`src/rtl/cfgser_pkg.sv`:
```
package cfgser_pkg;

    localparam int BYTE_W = 8;

    typedef enum logic [2:0] {
        ST_IDLE,
        ST_PROG,
        ST_WAIT_HI,
        ST_CHECK,
        ST_SHIFT,
        ST_POST
    } cfg_state_e;

    typedef enum logic [2:0] {
        ERR_NONE    = 3'd0,
        ERR_INIT_LO = 3'd1,
        ERR_INIT_HI = 3'd2,
        ERR_CRC     = 3'd3,
        ERR_DONE    = 3'd4
    } cfg_err_e;

    typedef struct packed {
        logic [BYTE_W-1:0] data;
        logic              last;
    } cfg_beat_t;

    // Target flags a bitstream fault by pulling init low before done rises.
    function automatic logic crc_fault(input logic init_n_s, input logic done_s);
        return !init_n_s && !done_s;
    endfunction

endpackage

```
`src/rtl/cfgser_sync.sv`:
```
module cfgser_sync #(
    parameter int             W       = 2,
    parameter logic [W-1:0]   RST_VAL = '0
) (
    input  logic         clk,
    input  logic         rst,
    input  logic [W-1:0] d,
    output logic [W-1:0] q
);
    for (genvar i = 0; i < W; i++) begin : g_bit
        logic s1, s2;
        always_ff @(posedge clk) begin
            if (rst) begin
                s1 <= RST_VAL[i];
                s2 <= RST_VAL[i];
            end else begin
                s1 <= d[i];
                s2 <= s1;
            end
        end
        assign q[i] = s2;
    end
endmodule

```
`src/rtl/cfgser_timer.sv`:
```
module cfgser_timer #(
    parameter int LIMIT = 1000
) (
    input  logic clk,
    input  logic rst,
    input  logic clear,
    output logic expired
);
    localparam int CW = (LIMIT > 1) ? $clog2(LIMIT) : 1;

    logic [CW-1:0] cnt;

    assign expired = (cnt == CW'(LIMIT - 1));

    always_ff @(posedge clk) begin
        if (rst || clear)
            cnt <= '0;
        else if (!expired)
            cnt <= cnt + 1'b1;
    end
endmodule

```
`src/rtl/cfgser_shift.sv`:
```
module cfgser_shift
    import cfgser_pkg::*;
#(
    parameter int HALF = 2
) (
    input  logic              clk,
    input  logic              rst,
    input  logic              load,
    input  logic [BYTE_W-1:0] byte_in,
    input  logic              halt,
    output logic              cclk,
    output logic              din,
    output logic              active,
    output logic              byte_done
);
    localparam int HW = (HALF > 1) ? $clog2(HALF) : 1;
    localparam int IW = $clog2(BYTE_W);

    logic [HW-1:0]     half_cnt;
    logic [IW-1:0]     bit_idx;
    logic [BYTE_W-1:0] sr;
    logic              cclk_q, din_q;
    logic              phase_end;

    assign phase_end = (half_cnt == HW'(HALF - 1));
    assign byte_done = active && cclk_q && phase_end && (bit_idx == IW'(BYTE_W - 1));
    assign cclk      = cclk_q;
    assign din       = din_q;

    always_ff @(posedge clk) begin
        if (rst) begin
            active   <= 1'b0;
            half_cnt <= '0;
            bit_idx  <= '0;
            sr       <= '0;
            cclk_q   <= 1'b0;
            din_q    <= 1'b0;
        end else if (load) begin
            active   <= 1'b1;
            half_cnt <= '0;
            bit_idx  <= '0;
            sr       <= byte_in;
            cclk_q   <= 1'b0;
            din_q    <= byte_in[BYTE_W-1];
        end else if (halt) begin
            active   <= 1'b0;
        end else if (active) begin
            if (phase_end) begin
                half_cnt <= '0;
                if (!cclk_q) begin
                    cclk_q <= 1'b1;
                end else if (bit_idx == IW'(BYTE_W - 1)) begin
                    active <= 1'b0;
                end else begin
                    bit_idx <= bit_idx + 1'b1;
                    sr      <= sr << 1;
                    din_q   <= sr[BYTE_W-2];
                    cclk_q  <= 1'b0;
                end
            end else begin
                half_cnt <= half_cnt + 1'b1;
            end
        end
    end


    din_hold_chk: assert property (@(posedge clk) disable iff (rst)
        (cclk_q && $past(cclk_q)) |-> $stable(din_q));

endmodule

```
`src/rtl/cfgser_master.sv`:
```
module cfgser_master
    import cfgser_pkg::*;
#(
    parameter int CLK_HZ    = 100_000_000,
    parameter int CCLK_HALF = 2
) (
    input  logic        clk,
    input  logic        rst,
    input  logic        start,
    input  logic [7:0]  in_data,
    input  logic        in_valid,
    input  logic        in_last,
    output logic        in_ready,
    output logic        busy,
    output logic        success,
    output logic [2:0]  err_code,
    output logic        prog_n,
    input  logic        cfg_init_n,
    input  logic        cfg_done,
    output logic        cclk,
    output logic        din
);
    localparam int TMO_CYC = CLK_HZ / 100;

    cfg_state_e state_q, state_d;
    cfg_err_e   err_q, err_d;
    logic       ok_q, ok_d;
    logic       last_q, last_d;
    logic       init_s, done_s;
    logic       tmo;
    logic       sh_load, sh_active, sh_done, sh_halt;
    logic [7:0] sh_byte;
    logic       fault;
    cfg_beat_t  beat;

    assign beat = '{data: in_data, last: in_last};

    cfgser_sync #(.W(2), .RST_VAL(2'b01)) u_sync (
        .clk (clk),
        .rst (rst),
        .d   ({cfg_done, cfg_init_n}),
        .q   ({done_s, init_s})
    );

    cfgser_timer #(.LIMIT(TMO_CYC)) u_timer (
        .clk     (clk),
        .rst     (rst),
        .clear   (state_d != state_q),
        .expired (tmo)
    );

    cfgser_shift #(.HALF(CCLK_HALF)) u_shift (
        .clk       (clk),
        .rst       (rst),
        .load      (sh_load),
        .byte_in   (sh_byte),
        .halt      (sh_halt),
        .cclk      (cclk),
        .din       (din),
        .active    (sh_active),
        .byte_done (sh_done)
    );

    assign fault    = crc_fault(init_s, done_s);
    assign in_ready = (state_q == ST_CHECK) && !fault;
    assign busy     = (state_q != ST_IDLE);
    assign prog_n   = (state_q != ST_PROG);
    assign success  = ok_q;
    assign err_code = err_q;

    assign sh_byte  = (state_q == ST_CHECK) ? beat.data : 8'hFF;
    assign sh_load  = ((state_q == ST_CHECK) && in_ready && in_valid) ||
                      ((state_q == ST_POST) && !sh_active && !done_s && !tmo);
    assign sh_halt  = (state_d == ST_IDLE) && (state_q != ST_IDLE);

    always_comb begin
        state_d = state_q;
        err_d   = err_q;
        ok_d    = ok_q;
        last_d  = last_q;
        unique case (state_q)
            ST_IDLE: begin
                if (start) begin
                    state_d = ST_PROG;
                    err_d   = ERR_NONE;
                    ok_d    = 1'b0;
                    last_d  = 1'b0;
                end
            end
            ST_PROG: begin
                if (!init_s) begin
                    state_d = ST_WAIT_HI;
                end else if (tmo) begin
                    state_d = ST_IDLE;
                    err_d   = ERR_INIT_LO;
                end
            end
            ST_WAIT_HI: begin
                if (init_s) begin
                    state_d = ST_CHECK;
                end else if (tmo) begin
                    state_d = ST_IDLE;
                    err_d   = ERR_INIT_HI;
                end
            end
            ST_CHECK: begin
                if (fault) begin
                    state_d = ST_IDLE;
                    err_d   = ERR_CRC;
                end else if (in_valid) begin
                    state_d = ST_SHIFT;
                    last_d  = beat.last;
                end
            end
            ST_SHIFT: begin
                if (sh_done)
                    state_d = last_q ? ST_POST : ST_CHECK;
            end
            ST_POST: begin
                if (done_s) begin
                    state_d = ST_IDLE;
                    ok_d    = 1'b1;
                end else if (tmo) begin
                    state_d = ST_IDLE;
                    err_d   = ERR_DONE;
                end
            end
            default: state_d = ST_IDLE;
        endcase
    end

    always_ff @(posedge clk) begin
        if (rst) begin
            state_q <= ST_IDLE;
            err_q   <= ERR_NONE;
            ok_q    <= 1'b0;
            last_q  <= 1'b0;
        end else begin
            state_q <= state_d;
            err_q   <= err_d;
            ok_q    <= ok_d;
            last_q  <= last_d;
        end
    end


    prog_start_chk: assert property (@(posedge clk) disable iff (rst)
        $fell(prog_n) |-> $past(start));


    no_early_clk_chk: assert property (@(posedge clk) disable iff (rst)
        ((state_q == ST_PROG || state_q == ST_WAIT_HI) &&
         ($past(state_q) == ST_PROG || $past(state_q) == ST_WAIT_HI)) |-> $stable(cclk));


    ready_gate_chk: assert property (@(posedge clk) disable iff (rst)
        in_ready |-> (prog_n && busy));


    post_din_chk: assert property (@(posedge clk) disable iff (rst)
        (state_q == ST_POST && $past(state_q) == ST_POST) |-> din);


    status_excl_chk: assert property (@(posedge clk) disable iff (rst)
        success |-> (err_code == 3'd0));


    status_hold_chk: assert property (@(posedge clk) disable iff (rst)
        (!busy && $past(!busy) && !$past(start)) |-> ($stable(err_code) && $stable(success)));

endmodule

```
`config.mk`:
```
export PLATFORM = sky130hd
export DESIGN_NAME = cfgser_master
export DESIGN_NICKNAME = d
export VERILOG_FILES = /design/src/rtl/cfgser_pkg.sv /design/src/rtl/cfgser_sync.sv /design/src/rtl/cfgser_timer.sv /design/src/rtl/cfgser_shift.sv /design/src/rtl/cfgser_master.sv
export SDC_FILE = /design/constraint.sdc
export NUM_CORES = 1
export LEC_CHECK = 0
export ABC_AREA = 0
export BUFFER_PORTS_ARGS = -buffer_cell sky130_fd_sc_hd__buf_2
export CORE_AREA = 2 2 71 73
export DETAILED_ROUTE_END_ITERATION = 12
export DIE_AREA = 0 0 73 75
export PLACE_DENSITY_LB_ADDON = 0.12
export SYNTH_ARGS = -nofsm -noshare
export SYNTH_HDL_FRONTEND = slang
export SYNTH_SLANG_ARGS = --single-unit
export TNS_END_PERCENT = 20
```
`constraint.sdc`:
```
create_clock -name clk -period 3.99 [get_ports clk]
set_input_delay 0.5985 -clock clk [delete_from_list [all_inputs] [get_ports clk]]
set_output_delay 0.5985 -clock clk [all_outputs]
set_load 0.02 [all_outputs]
```
==> results.json, run 1 <==
{
  "min_period_ps": 2580,
  "design_area_sq_um": 2640,
  "insertion_delay_ps": 300,
  "cts.root.buffer_cell": "clkbuf_8",
  "yosysTopAreaCellShare_pct": 38.2,
  "grt_pass1_vias": 1849,
  "p_per_area_nw_per_um2": 379,
  "drc": 0,
  "postSynthAreaPerCell_sq_um": 8.64,
  "ys_ff_latch": 46,
  "path_class": "flop to flop",
  "antennaDiodeCount": 0,
  "dp_cells": 342,
  "row_count": 25,
  "clk_pin_slew_ps": 80,
  "grt_max_degree": 41,
  "die_h_um": 75,
  "finalHoldViolCount": 0,
  "final_cell_mix": "dfxtp_1 (46), nor2_1 (37), buf_2 (23)",
  "hold_class": "flop to flop",
  "power.leakage_nw": 0.941,
  "first_pass_iters": 4,
  "overflow": 0,
  "r2r_cells": 5,
  "period_share_pct": 64.7,
  "start_util_pct": 51.7,
  "fp.dieW_um": 73,
  "outcome": "finished, final reports clean",
  "fill_cells": 427,
  "syn_inst": 279,
  "hold_ws_ps": 423,
  "place_area_sq_um": 2530,
  "antenna_found_initial": 0,
  "via_per_inst": 5.96,
  "ios": 24,
  "drtAntennaViolNets": 0,
  "final_nets": 313,
  "worst_slew_pin_slew_ps": 724,
  "synth-edff-count": 0,
  "layout_commonest_cell": "dfxtp_1",
  "hold_start": "u_sync.g_bit[0].s1$_SDFF_PP1_",
  "grt_pass1_wl_um": 8740,
  "portBuffers": 23,
  "async_flop_share_pct": 0,
  "synth_area_leader_cell": "dfxtp_1",
  "layout-drive-gt1-share_pct": 17.9,
  "worstPathMaxFanout": 20,
  "rsz0062_at_grt": "false",
  "hold_path_depth": 1,
  "synthFlopType": "dfxtp_1",
  "setup_viol_count_final": 0,
  "ys_types": 57,
  "end_kind": "flop",
  "setup-tns-final_ps": 0,
  "critical_path.startpoint_type": "flop",
  "area_delta_synth_final_pct": 9.65,
  "yosysWarningCount": 0,
  "final_cells": 350,
  "yosys-top-cells-area": "dfxtp_1 (38%), nor2_1 (5.8%), nor4_1 (3.9%)",
  "numCtsBuffers": 5,
  "ir_drop_v": 0.000209,
  "wl_um": 5190,
  "post_cts_buffers": 0,
  "holdPathEnd": "u_sync.g_bit[0].s2$_SDFF_PP1_",
  "finalPower_mw": 1.00,
  "cts_tree": "done",
  "rr_startpoint": "u_timer.cnt[8]$_SDFFE_PP0N_",
  "wire_per_inst_um": 14.8,
  "maxSlewHeadroom_pct": 51.7,
  "dpl.hpwl_um": 3580,
  "required_ps": 4190,
  "holdBufCountCts": 0,
  "core_sq_um": 4660,
  "synth_fp_nets": 297,
  "r2r_end": "u_timer.cnt[6]$_SDFFE_PP0N_",
  "vias": 2086,
  "clock_path_buffers": 2,
  "seq_area_frac_synth_pct": 38.2,
  "cts.sinks": 46,
  "gp_congestion": 0.805,
  "grt_use_total_pct": 20.6,
  "r2r_slack_ps": 1410,
  "cts_resized": 0,
  "clock.fmax_mhz": 387,
  "cap_violations": 0,
  "drtIter0Drc": 197,
  "die-area_sq_um": 5480,
  "final.setup_skew_ps": 9.24,
  "htreeDepth": 2,
  "synthesis.area_sq_um": 2410,
  "slew_violations": 0,
  "crit_arrival_ps": 2780
}
cell families (layout without fill, tap and decap cells):
| group | Yosys count | count (layout) | share of synthesized area [%] |
|---|---|---|---|
| fa+ha+maj | 3 | 3 | 1.56 |
| xor+xnor | 13 | 13 | 4.72 |
| buf+inv | 23 | 40 | 4.00 |
| flops | 46 | 46 | 38.2 |
| compound gates | 64 | 64 | 20.0 |
| mux | 5 | 5 | 2.13 |
| simple gates | 125 | 125 | 29.4 |
cell usage after synthesis (all sizes together) (4+ instances only):
| cell type | n |
|---|---|
| xnor2 | 10 |
| a211oi | 5 |
| nor4 | 16 |
| o21ai | 11 |
| inv | 8 |
| o221a | 8 |
| nand3b | 4 |
| mux2i | 4 |
| o211ai | 8 |
| nand2 | 10 |
| clkbuf | 12 |
| nor2 | 38 |
| or2 | 4 |
| nor2b | 6 |
| nand4 | 4 |
| nor3 | 4 |
| a31oi | 4 |
| nand3 | 11 |
| a21oi | 9 |
| dfxtp | 46 |
routing by layer:
layer	routed length (um)	track usage, %	vias up
li1	-	-	1066
met2	2290	31.5	48
met5	0	0	-
met1	2660	28.6	967
met4	46	7.82	0
met3	194	4.42	5
per-stage QoR:
step,worst slack (ps),util [%]
floorplan,1780,-
global placement,1460,54.4
detailed placement,1420,54.4
CTS,1400,56.7
global route,1280,56.7
finish,1410,56.7
how the worst max path moves through the flow:
stage                                 from                           to  slack [ps]  depth (start not counted)
5_1_grt              state_q[2]$_SDFF_PP0_   u_shift.sr[1]$_SDFFE_PP0P_        1280                          5
2_1_floorplan  u_timer.cnt[8]$_SDFFE_PP0N_  u_timer.cnt[6]$_SDFFE_PP0N_        1780                          7
6_report       u_timer.cnt[8]$_SDFFE_PP0N_  u_timer.cnt[6]$_SDFFE_PP0N_        1410                          5
4_1_cts        u_timer.cnt[8]$_SDFFE_PP0N_  u_timer.cnt[6]$_SDFFE_PP0N_        1400                          5
3_5_place_dp   u_timer.cnt[8]$_SDFFE_PP0N_  u_timer.cnt[6]$_SDFFE_PP0N_        1420                          5
3_3_place_gp   u_timer.cnt[8]$_SDFFE_PP0N_  u_timer.cnt[6]$_SDFFE_PP0N_        1460                          5
cell type report:
| class | count | area (sq um) | share of cell area [%] |
|---|---|---|---|
| flip-flops and latches | 46 | 921 | 34.8 |
| clock buffers | 5 | 68.8 | 2.60 |
| clock inverters | 3 | 40.0 | 1.51 |
| multi-input cells | 210 | 1390 | 52.7 |
| well taps | 54 | 67.6 | 2.56 |
| inverters | 8 | 30.0 | 1.14 |
| repair buffers | 24 | 123 | 4.64 |
critical path, stage by stage (launching register included):
cell      delay (ps)
dfxtp_1          340
or4b_1           540
or4_1            640
o211ai_2         220
a32o_2           510
and3b_1          230
sequential cells by signal (all words and copies together) (netlist names):
name and flops:
u_sync.g_bit.s2 2, success 1, u_timer.cnt 20, u_sync.g_bit.s1 2, state_q 3, u_shift.active 1
u_shift.din 1, u_shift.half_cnt 1, u_shift.cclk 1, last_q 1, err_code 3, u_shift.bit_idx 3
u_shift.sr 7
report_power, final:
| part | switching [mW] | internal [mW] |
|---|---|---|
| sequential | 0.0237 | 0.475 |
| clock | 0.160 | 0.184 |
| combinational | 0.0982 | 0.0611 |
(Power assumes the default switching activity.)
==> run 2: changes to the inputs <==
--- a/config.mk
+++ b/config.mk
@@ -5,11 +5,11 @@
 export SDC_FILE = /design/constraint.sdc
 export NUM_CORES = 1
 export LEC_CHECK = 0
-export ABC_AREA = 0
+export ABC_AREA = 1
 export BUFFER_PORTS_ARGS = -buffer_cell sky130_fd_sc_hd__buf_2
-export CORE_AREA = 2 2 71 73
+export CORE_AREA = 2 2 72 74
 export DETAILED_ROUTE_END_ITERATION = 12
-export DIE_AREA = 0 0 73 75
+export DIE_AREA = 0 0 74 76
 export PLACE_DENSITY_LB_ADDON = 0.12
 export SYNTH_ARGS = -nofsm -noshare
 export SYNTH_HDL_FRONTEND = slang
==> constraint.sdc (replaced) <==
create_clock -name clk -period 2.6 [get_ports clk]
set_input_delay 0.39 -clock clk [delete_from_list [all_inputs] [get_ports clk]]
set_output_delay 0.39 -clock clk [all_outputs]
set_load 0.02 [all_outputs]
==> run 2 against run 1 <==
Compared with the run above: cell area rose by 3.6%; global-route usage is 2.3 points lower; critical path depth increased by 7; wire length decreased by 11%; via count increased by 0.53%; largest cell class unchanged; flip-flop and latch count did not move; die area rose by 2.7%; combinational power increased by 77%; non-clock buffer count up 1; power rose by 58%; clock power is 61% higher.
==> results.json, run 2 <==
{
  "outcome": "finished, final reports clean",
  "synth-edff-count": 0,
  "cap_violations": 0,
  "grt_pass1_vias": 2037,
  "end_kind": "flop",
  "grt_max_degree": 21,
  "setup_viol_count_final": 0,
  "cp_common_cell": "nand2_1",
  "power_frac_clock_pct": 34.9,
  "syn_inst": 341,
  "numCtsBuffers": 5,
  "fp.dieW_um": 74,
  "die-area_sq_um": 5620,
  "layout_commonest_cell": "nand2_1",
  "p_seq_share_pct": 47.3,
  "wl_um": 4640,
  "vias": 2097,
  "hold_class": "input port to flop",
  "cp_cell_sequence": "ha_1 > ha_1 > nand3_1 > nor2_1 > nand2_1 > nand2_1 > nand3_1 > nor2_1 > nand3_4 > nand2_1 > nand2_1 > a21oi_1",
  "seq_area_frac_synth_pct": 37.5,
  "fill_cells": 477,
  "synth_most_common_cell": "nand2_1",
  "period_share_pct": 84.0,
  "worstPathMaxFanout": 15,
  "first_pass_iters": 4,
  "swShare_pct": 28.6,
  "crit_buf_inv": 0,
  "required_ps": 2830,
  "crit_arrival_ps": 2420,
  "area_delta_synth_final_pct": 11.6,
  "ir_drop_v": 0.000317,
  "start_util_pct": 49.9,
  "drtAntennaViolNets": 0,
  "ios": 24,
  "drtIter0Drc": 89,
  "setup-tns-final_ps": 0,
  "path_class": "flop to flop",
  "switchingPower_mw": 0.453,
  "gp_congestion": 0.828,
  "cts_tree": "done",
  "synth_fp_nets": 359,
  "via_per_inst": 4.80,
  "power_frac_comb_pct": 17.8,
  "clk_pin_slew_ps": 90,
  "power.leakage_nw": 1.20,
  "finalHoldViolCount": 0,
  "synthFlopType": "dfxtp_1",
  "clock_path_buffers": 2,
  "row_count": 26,
  "min_period_ps": 2180,
  "htreeDepth": 2,
  "reg_top3": "u_timer.cnt x20, u_shift.sr x7",
  "cts.sinks": 46,
  "internal_power_mw": 1.13,
  "synthesis.area_sq_um": 2450,
  "grt_use_total_pct": 18.3,
  "critical_path.startpoint_type": "flop",
  "largest_reg_flops": 20,
  "final_cell_mix": "nand2_1 (76), dfxtp_1 (46), inv_1 (44)",
  "layout-drive-gt1-share_pct": 19.6,
  "ys_types": 34,
  "antenna_found_initial": 0,
  "insertion_delay_ps": 300,
  "die_h_um": 76,
  "grt_pass1_wl_um": 8400,
  "ys_ff_latch": 46,
  "synth_area_leader_cell": "dfxtp_1",
  "final_cells": 437,
  "antennaDiodeCount": 0,
  "slew_violations": 0,
  "yosysTopAreaCellShare_pct": 37.5,
  "yosys-top-cells-area": "dfxtp_1 (38%), nand2_1 (12%), inv_1 (6.7%)",
  "top_register": "u_timer.cnt",
  "synth_commonest_cells": "nand2_1 (76), dfxtp_1 (46), inv_1 (44)",
  "dp_cells": 430,
  "worst_slew_pin_slew_ps": 614,
  "postSynthAreaPerCell_sq_um": 7.20,
  "wire_per_inst_um": 10.6,
  "critical-path-max-stage-delay_ps": 370,
  "dpl.hpwl_um": 3430,
  "crit_family": "simple AND/OR/NAND/NOR gates",
  "async_flop_share_pct": 0,
  "drc": 0,
  "core_sq_um": 4910,
  "yosysWarningCount": 0,
  "clock.fmax_mhz": 458,
  "cpMaxStageDelayCell": "dfxtp_1",
  "final.setup_skew_ps": 9.12,
  "p_per_area_nw_per_um2": 578,
  "cts.root.buffer_cell": "clkbuf_8",
  "maxSlewHeadroom_pct": 58.7,
  "portBuffers": 23,
  "final_nets": 385,
  "rsz0062_at_grt": "false",
  "overflow": 0
}
run 2: repair_timing:
item	4_1_cts	5_1_grt
resized for setup	0	1
setup buffers	0	0
setup endpoints to repair	0	1
hold buffers	0	0
run 2: per-layer routing:
metal	GRT usage [%]	vias up	part of all wire, %
met1	22.8	932	47
met3	3.97	7	3.4
met2	30.9	32	48
li1	-	1126	-
met5	0	-	0
met4	5.82	0	1.1
run 2: cell type report:
cell class	count	area, sq um	share of cell area [%]
sequential	46	921	33.6
multi-input combinational	241	1310	47.7
inverter	48	180	6.58
timing repair buffer	25	130	4.75
clock inverter	1	30.0	1.10
clock buffer	6	82.6	3.02
tap	70	87.6	3.20
run 2: worst register-to-register path: stages, from the launching register on:
cell     delay (ps)
dfxtp_1         370
ha_1            160
ha_1            230
nand3_1         130
nor2_1          180
nand2_1          90
nand2_1          70
nand3_1          90
nor2_1          200
nand3_4         220
nand2_1         190
nand2_1          70
a21oi_1         110
run 2: worst paths after layout:
check	startpoint	endpoint	slack (ps)	depth (start not counted)
worst max-delay path	u_shift.bit_idx[0]$_SDFFE_PP0P_	u_shift.bit_idx[1]$_SDFFE_PP0P_	420	12
worst min-delay path	cfg_init_n	u_sync.g_bit[0].s1$_SDFF_PP1_	260	2
worst max register to register	u_shift.bit_idx[0]$_SDFFE_PP0P_	u_shift.bit_idx[1]$_SDFFE_PP0P_	420	12
worst min register to register	u_sync.g_bit[1].s1$_SDFF_PP0_	u_sync.g_bit[1].s2$_SDFF_PP0_	410	2
run 2: logic make-up (layout without fill, tap and decap cells):
group | Yosys count | count (layout) | share of synthesized area [%]
DFF | 46 | 46 | 37.5
adders and majority gates | 3 | 3 | 1.53
xor gates and xnor gates | 15 | 15 | 5.35
AOI/OAI and AO/OA | 45 | 45 | 12.4
buffers and inverters | 54 | 80 | 9.48
muxes | 1 | 1 | 0.408
and+or+nand+nor | 177 | 177 | 33.2
run 2: metrics by stage:
step | setup slack [ps] | total power, mW | utilization, % | hold WS [ps] | cell area [sq um]
floorplan | 766 | 0.989 | - | 388 | 2450
global placement | 384 | 1.04 | 53.3 | 390 | 2620
detailed placement | 373 | 1.04 | 53.3 | 392 | 2620
CTS | 344 | 1.60 | 55.6 | 255 | 2730
global route | 94.4 | 1.67 | 55.8 | 256 | 2740
finish | 417 | 1.58 | 55.8 | 259 | 2740
run 2: power groups by stage:
stage | combinational, mW | sequential [mW] | clock, mW
2_1_floorplan | 0.212 | 0.778 | 0
3_3_place_gp | 0.276 | 0.766 | 0
5_1_grt | 0.319 | 0.754 | 0.594
4_1_cts | 0.278 | 0.750 | 0.572
6_report | 0.282 | 0.750 | 0.553
3_5_place_dp | 0.277 | 0.766 | 0
